--- src/rtl/burst_col_seq.sv ---
module burst_col_seq #(
  parameter int COL_W = 10
) (
  input  logic             clk,
  input  logic             rst_n,
  input  logic             cmd_valid,
  input  logic [COL_W-1:0] cmd_col,
  input  logic             cmd_ap,
  input  logic             cmd_chop_sel,
  input  logic [1:0]       cfg_len_mode,
  input  logic             cfg_interleave,
  output logic             beat_valid,
  output logic [COL_W-1:0] beat_col,
  output logic             beat_last,
  output logic             beat_ap,
  output logic             mode_err
);
  localparam int OFS_W = 3;
  localparam logic [OFS_W-1:0] FULL_END = OFS_W'(7);
  localparam logic [OFS_W-1:0] CHOP_END = OFS_W'(3);

  logic             active, chop_r, itlv_r, ap_r, err_r;
  logic [OFS_W-1:0] idx;
  logic [COL_W-1:0] start_r;
  logic             chop_next, last, accept;
  logic [OFS_W-1:0] low_seq, low_itl;

  always_comb begin
    case (cfg_len_mode)
      2'b01:   chop_next = ~cmd_chop_sel;
      2'b10:   chop_next = 1'b1;
      default: chop_next = 1'b0;
    endcase
  end

  assign last   = active && (idx == (chop_r ? CHOP_END : FULL_END));
  assign accept = cmd_valid && (!active || last);

  always_ff @(posedge clk) begin
    if (!rst_n) begin
      active  <= 1'b0;
      chop_r  <= 1'b0;
      itlv_r  <= 1'b0;
      ap_r    <= 1'b0;
      err_r   <= 1'b0;
      idx     <= '0;
      start_r <= '0;
    end else if (accept) begin
      active  <= 1'b1;
      chop_r  <= chop_next;
      itlv_r  <= cfg_interleave;
      ap_r    <= cmd_ap;
      err_r   <= (cfg_len_mode == 2'b11);
      idx     <= '0;
      start_r <= cmd_col;
    end else if (active) begin
      if (last) begin
        active <= 1'b0;
        ap_r   <= 1'b0;
        err_r  <= 1'b0;
      end
      idx <= idx + 1'b1;
    end
  end

  assign low_seq = {start_r[2] ^ idx[2], start_r[1:0] + idx[1:0]};
  assign low_itl = start_r[OFS_W-1:0] ^ idx;

  assign beat_valid = active;
  assign beat_last  = last;
  assign beat_ap    = ap_r;
  assign mode_err   = err_r;
  assign beat_col   = {start_r[COL_W-1:OFS_W], itlv_r ? low_itl : low_seq};
endmodule

--- config.mk ---
export PLATFORM = sky130hd
export DESIGN_NAME = burst_col_seq
export DESIGN_NICKNAME = d
export VERILOG_FILES = /design/src/rtl/burst_col_seq.sv
export SDC_FILE = /design/constraint.sdc
export NUM_CORES = 1
export LEC_CHECK = 0
export CAP_MARGIN = 0
export CORE_UTILIZATION = 48
export DETAILED_ROUTE_END_ITERATION = 6
export GPL_ROUTABILITY_DRIVEN = 1
export PLACE_DENSITY = 0.85
export SLEW_MARGIN = 5
export SYNTH_ARGS = -nofsm -noshare
export SYNTH_HDL_FRONTEND = slang
export SYNTH_SLANG_ARGS = --single-unit
--- constraint.sdc ---
create_clock -name clk -period 3.89 [get_ports clk]
set_input_delay 0.5835 -clock clk [delete_from_list [all_inputs] [get_ports clk]]
set_output_delay 0.5835 -clock clk [all_outputs]
set_load 0.03 [all_outputs]
==> results of run 1 <==
-- kinds of logic (layout without fill, tap and decap cells) --
| group | count (synthesis) | after routing |
|---|---|---|
| compound gates | 9 | 9 |
| xor+xnor | 7 | 7 |
| fa+ha+maj | 5 | 5 |
| buf+inv | 14 | 37 |
| flops | 18 | 18 |
| mux | 14 | 14 |
| simple gates | 35 | 35 |
-- power breakdown --
part / total (uW) / switching, uW / internal (uW)
Clock: 119 / 62.2 / 57.2
Sequential: 203 / 8.35 / 195
Combinational: 93.6 / 45.8 / 47.9
-- cells in the mapped netlist (all sizes together) --
cell type  count
xor2           3
a21oi          1
o22ai          1
o21a           2
o21ai          2
a21boi         1
nor2b          3
nor3b          3
mux2i         14
clkbuf         4
xnor2          4
nand2         26
nor2           1
ha             5
inv            2
o2111a         1
buf            8
dfxtp         18
nand3          1
a31o           1
nand2b         1
-- area by class of cell --
cell class	instances	area, sq um
inverter	2	7.51
clock buffer	4	36.3
multi-input combinational	70	500
timing repair buffer	31	310
sequential	18	360
tap	25	31.3
fill	157	556
-- routing by layer --
layer  track usage [%]  vias up
met1              21.5      336
met4              8.57        0
met5                 0        -
met2              31.9       15
met3              3.53        4
li1                  -      376
-- metrics by stage --
step           instances  util (%)  setup slack [ns]  area (sq um)
2_1_floorplan        102         -              2.01           956
3_3_place_gp         146      67.2              1.75          1210
3_5_place_dp         146      67.2              1.70          1210
4_1_cts              150      69.2              1.35          1250
5_1_grt              150      69.2              1.29          1250
6_report             150      69.2              1.36          1250
-- state kept, by name, summed over array words and instances, names as in the netlist --
signal / count
idx: 3
beat_ap: 1
chop_r: 1
start_r: 10
mode_err: 1
itlv_r: 1
beat_valid: 1
-- critical path: cells and delay by family (launching register included) --
family	cells	cell delay [ns]
flops	1	0.41
simple gates	2	0.29
buf+inv	1	0.68
fa+ha+maj	1	0.26
-- worst max path at each step --
stage,from,end,slack (ns),depth (start not counted)
after global placement,rst_n,beat_ap$_SDFFE_PN0P_,1.75,3
after global routing,idx[0]$_SDFFE_PP0P_,beat_last,1.29,4
after CTS,idx[0]$_SDFFE_PP0P_,beat_last,1.35,4
after floorplan,beat_valid$_SDFF_PN0_,beat_last,2.01,3
final,idx[0]$_SDFFE_PP0P_,beat_last,1.36,4
after detailed placement,rst_n,chop_r$_SDFFE_PN0P_,1.70,4
==> results.cfg, run 1 <==
[place]
io_buffers = 31
hpwlAfterDp_um = 1260
place_congestion = 0.744

[yosys]
synth_cells = 102
synth.distinct_cells = 24
synthSimpleGateAreaFrac_pct = 16.1
syn_nets = 125
yosys_warnings = 0
yosysSeqAreaShare_pct = 37.7
ys_seq_elements = 18
syn-cell-area_sq_um = 956
synth_area_leaders = dfxtp_1 (38%), mux2i_1 (15%), nand2_1 (10%)
synth_area_leader_cell = dfxtp_1
synth_fa_ha_area_share_pct = 6.54
avgSynthCellArea_sq_um = 9.37
synth_xor_area_share_pct = 7.20
yosysTopAreaCellShare_pct = 37.7
synth_top_family_by_area = simple AND/OR/NAND/NOR gates
synth_mux_area_share_pct = 14.7
synth_compound_area_share_pct = 7.85

[final_layout]
syn2layout_area_growth_pct = 30.4
layout_common_cells = clkdlybuf4s50_1 (31), nand2_1 (26), dfxtp_1 (18), mux2i_1 (14), ha_1 (5)
antenna_cells = 0
final_common_cell = clkdlybuf4s50_1
nets = 149
drive_gt1_share_pct = 5.60

[hold_path]
worstHoldPathType = register to register
hold_depth = 2
min-delay-start = start_r[7]$_SDFFE_PN0P_
holdPathEnd = start_r[7]$_SDFFE_PN0P_

[sta]
min_period_over_period_pct = 64.9
rsz0062_at_grt = false
finalSetupViolations = 0
period_needed_ns = 2.53
slew_headroom_pct = 34.1
fin_worst_skew_ns = 0.00306
hold_violations = 0
fmax_mhz = 396
maxSlewViolCount = 0
tightestPinTransition_ns = 0.986
tns_ns = 0
hold_slack_ns = 0.463

[route]
first_pass_iters = 4
ant_nets = 0
first_iter_violations = 11
vias = 731
met1Wirelength_um = 861
met2_length_um = 927
wl_per_cell_um = 12.5
vias_per_cell = 4.87
drc = 0
top_layer = met4
wl_met3_um = 46
wl_um = 1870

[worst_setup_path]
critPathLaunchType = register
cp.required_ns = 3.31
reg2regPathDepth = 4
cp_slowest_stage_delay_ns = 0.68
cp.arrival_ns = 1.94
crit_path_end_kind = output port
slowest_stage = clkdlybuf4s50_1
crit_fanout = 5
rr_startpoint = idx[0]$_SDFFE_PP0P_
crit_chain = ha_1 > nand2_1 > nor2_1 > clkdlybuf4s50_1
r2r_slack_ns = 2.26
reg2reg_to = chop_r$_SDFFE_PN0P_
crit_type = register to output port

[clock_tree]
cts_tree = done
clock_latency_ns = 0.30
numCtsBuffers = 3
clockRootBuffer = clkbuf_4
post_cts_buffers = 0
clkTransAtPathRegs_ns = 0.11
cts_max_path_buffers = 2
cts_resized = 0
holdBufCountCts = 0
h-tree-depth = 1
cts_sinks = 18

[global_routing]
grt_pass1_wl_um = 2770
grt_max_degree = 32
overflow = 0
grt_pass1_vias = 652
grtUsageTotal_pct = 18.4
antenna_found_initial = 0

[power]
ir_drop_mv = 0.171
leakage_uw = 0.000501
power.density_mw_per_mm2 = 334
p_total_uw = 416

[floorplan]
num_io_pins = 32
rows = 15
die_h_um = 46.6
initial_utilization_pct = 53.1
dieArea_sq_mm = 0.00217
core_area_sq_mm = 0.00180
die_x_um = 46.6

[run]
cap_violations = 0

[outcome]
status = complete, no violations
Note: power is estimated with default switching activity, not from simulation.
==> run 2, diff against run 1 <==
--- a/config.mk
+++ b/config.mk
@@ -6,10 +6,10 @@
 export NUM_CORES = 1
 export LEC_CHECK = 0
 export CAP_MARGIN = 0
-export CORE_UTILIZATION = 48
+export CORE_UTILIZATION = 40
 export DETAILED_ROUTE_END_ITERATION = 6
 export GPL_ROUTABILITY_DRIVEN = 1
-export PLACE_DENSITY = 0.85
+export PLACE_DENSITY = 0.76
 export SLEW_MARGIN = 5
 export SYNTH_ARGS = -nofsm -noshare
 export SYNTH_HDL_FRONTEND = slang
==> constraint.sdc (replaced) <==
create_clock -name clk -period 2.1 [get_ports clk]
set_input_delay 0.315 -clock clk [delete_from_list [all_inputs] [get_ports clk]]
set_output_delay 0.315 -clock clk [all_outputs]
set_load 0.03 [all_outputs]
==> run 2 against run 1 <==
Die area rose by 19%. Clock power rose by 41%. Clock-buffer cell count fell by 1. Non-clock buffer count rose by 5. Total power rose by 73%. Via count rose by 2.6%. Critical path type unchanged.
==> results.cfg, run 2 (synthesis results as in run 1) <==
[outcome]
status = complete, no violations

[route]
drc = 0
first_pass_iters = 4
vias = 750
ant_nets = 0
first_iter_violations = 10
wl_per_cell_um = 11.1
vias_per_cell = 4.78
wl_um = 1750

[final_layout]
nets = 154
reg_top3 = start_r: 10 flops, idx: 3 flops
top_register = start_r
drive_gt1_share_pct = 8.53
antenna_cells = 0
syn2layout_area_growth_pct = 33.0
layout_common_cells = clkdlybuf4s50_1 (29), nand2_1 (26), dfxtp_1 (18), mux2i_1 (14)
num-fill-cells = 204
final_common_cell = clkdlybuf4s50_1
largest_reg_flops = 10

[clock_tree]
clockRootBuffer = clkbuf_4
cts_sinks = 18
clkTransAtPathRegs_ns = 0.10
holdBufCountCts = 0
cts_max_path_buffers = 2
numCtsBuffers = 3
cts_tree = done
clock_latency_ns = 0.29
h-tree-depth = 1

[sta]
period_needed_ns = 1.96
min_period_over_period_pct = 93.3
maxSlewViolCount = 0
rsz0062_at_grt = false
finalSetupViolations = 0
tns_ns = 0
slew_headroom_pct = 79.2
hold_violations = 0
fin_worst_skew_ns = 0.000942
tightestPinTransition_ns = 0.312
fmax_mhz = 510

[global_routing]
grt_pass1_wl_um = 3070
grt_max_degree = 18
overflow = 0
antenna_found_initial = 0
grt_pass1_vias = 748
grtUsageTotal_pct = 15.7

[place]
hpwlAfterDp_um = 1360
place_congestion = 0.722
io_buffers = 31

[power]
leakage_uw = 0.000528
p_sw_uw = 200
p_seq_share_pct = 51.7
p_comb_share_pct = 25.1
switching_share_pct = 27.8
p_total_uw = 722
p_int_uw = 521
clockPowerShare_pct = 23.2
ir_drop_mv = 0.423
power.density_mw_per_mm2 = 568

[worst_setup_path]
cp.required_ns = 1.78
crit_path_end_kind = output port
crit_fanout = 4
critPathLaunchType = register
cp.arrival_ns = 1.65
crit_type = register to output port

[floorplan]
num_io_pins = 32
die_h_um = 50.9
dieArea_sq_mm = 0.00259
initial_utilization_pct = 42.8
die_x_um = 50.9
core_area_sq_mm = 0.00223
rows = 17

[hold_path]
worstHoldPathType = register to register

[run]
cap_violations = 0
-- run 2: cell count changes in the layout (fill, tap and decap cells not counted), sizes merged --
cell           before  now
clkdlybuf4s50      31   29
dlygate4sd2         0    2
buf                 0    5
clkbuf              4    3
-- run 2: critical path, stage by stage (launching register included) --
cell             delay, ns
dfxtp_1               0.47
xor2_1                0.19
clkdlybuf4s50_1       0.69
-- run 2: final timing paths --
kind | end | depth (start not counted) | slack (ns) | startpoint
setup / recovery | beat_col[2] | 2 | 0.14 | idx[2]$_SDFFE_PP0P_
hold / removal | start_r[5]$_SDFFE_PN0P_ | 2 | 0.46 | start_r[5]$_SDFFE_PN0P_
setup reg to reg | itlv_r$_SDFFE_PN0P_ | 5 | 0.77 | idx[1]$_SDFFE_PP0P_
hold reg to reg | start_r[5]$_SDFFE_PN0P_ | 2 | 0.46 | start_r[5]$_SDFFE_PN0P_
-- run 2: metal layers --
layer	global-route usage, %	share of wire [%]	vias up
met5	0	0	-
met4	1.39	0	0
met3	6.55	5.6	0
met1	16.2	44	344
met2	30.2	50	22
li1	-	-	384
-- run 2: per-stage QoR --
| stage | setup WS [ns] | instances | utilization (%) | hold slack, ns | area [sq um] |
|---|---|---|---|---|---|
| CTS | 0.122 | 157 | 56.9 | 0.470 | 1270 |
| global route | 0.0340 | 157 | 56.9 | 0.492 | 1270 |
| finish | 0.140 | 157 | 56.9 | 0.463 | 1270 |
| global placement | 0.280 | 154 | 56.0 | 0.444 | 1250 |
| detailed placement | 0.277 | 154 | 56.0 | 0.454 | 1250 |
| floorplan | 0.484 | 102 | - | 0.435 | 956 |
-- run 2: layout make-up --
class | instances | area, sq um | area share (%)
multi-input combinational | 70 | 500 | 39.4
inverter | 2 | 7.51 | 0.591
tap | 28 | 35.0 | 2.76
clock buffer | 3 | 22.5 | 1.77
timing repair buffer | 36 | 345 | 27.2
sequential | 18 | 360 | 28.3
-- run 2: power by group through the flow --
stage | registers [uW] | logic (uW) | clock network [uW]
6_report | 373 | 181 | 168
5_1_grt | 376 | 195 | 192
4_1_cts | 373 | 183 | 175
3_5_place_dp | 381 | 184 | 0
3_3_place_gp | 380 | 181 | 0
2_1_floorplan | 385 | 111 | 0
-- run 2: what timing repair did --
action / CTS / global route
resized for setup: 2 / 0
setup buffers: 0 / 0
setup endpoints to repair: 2 / 0
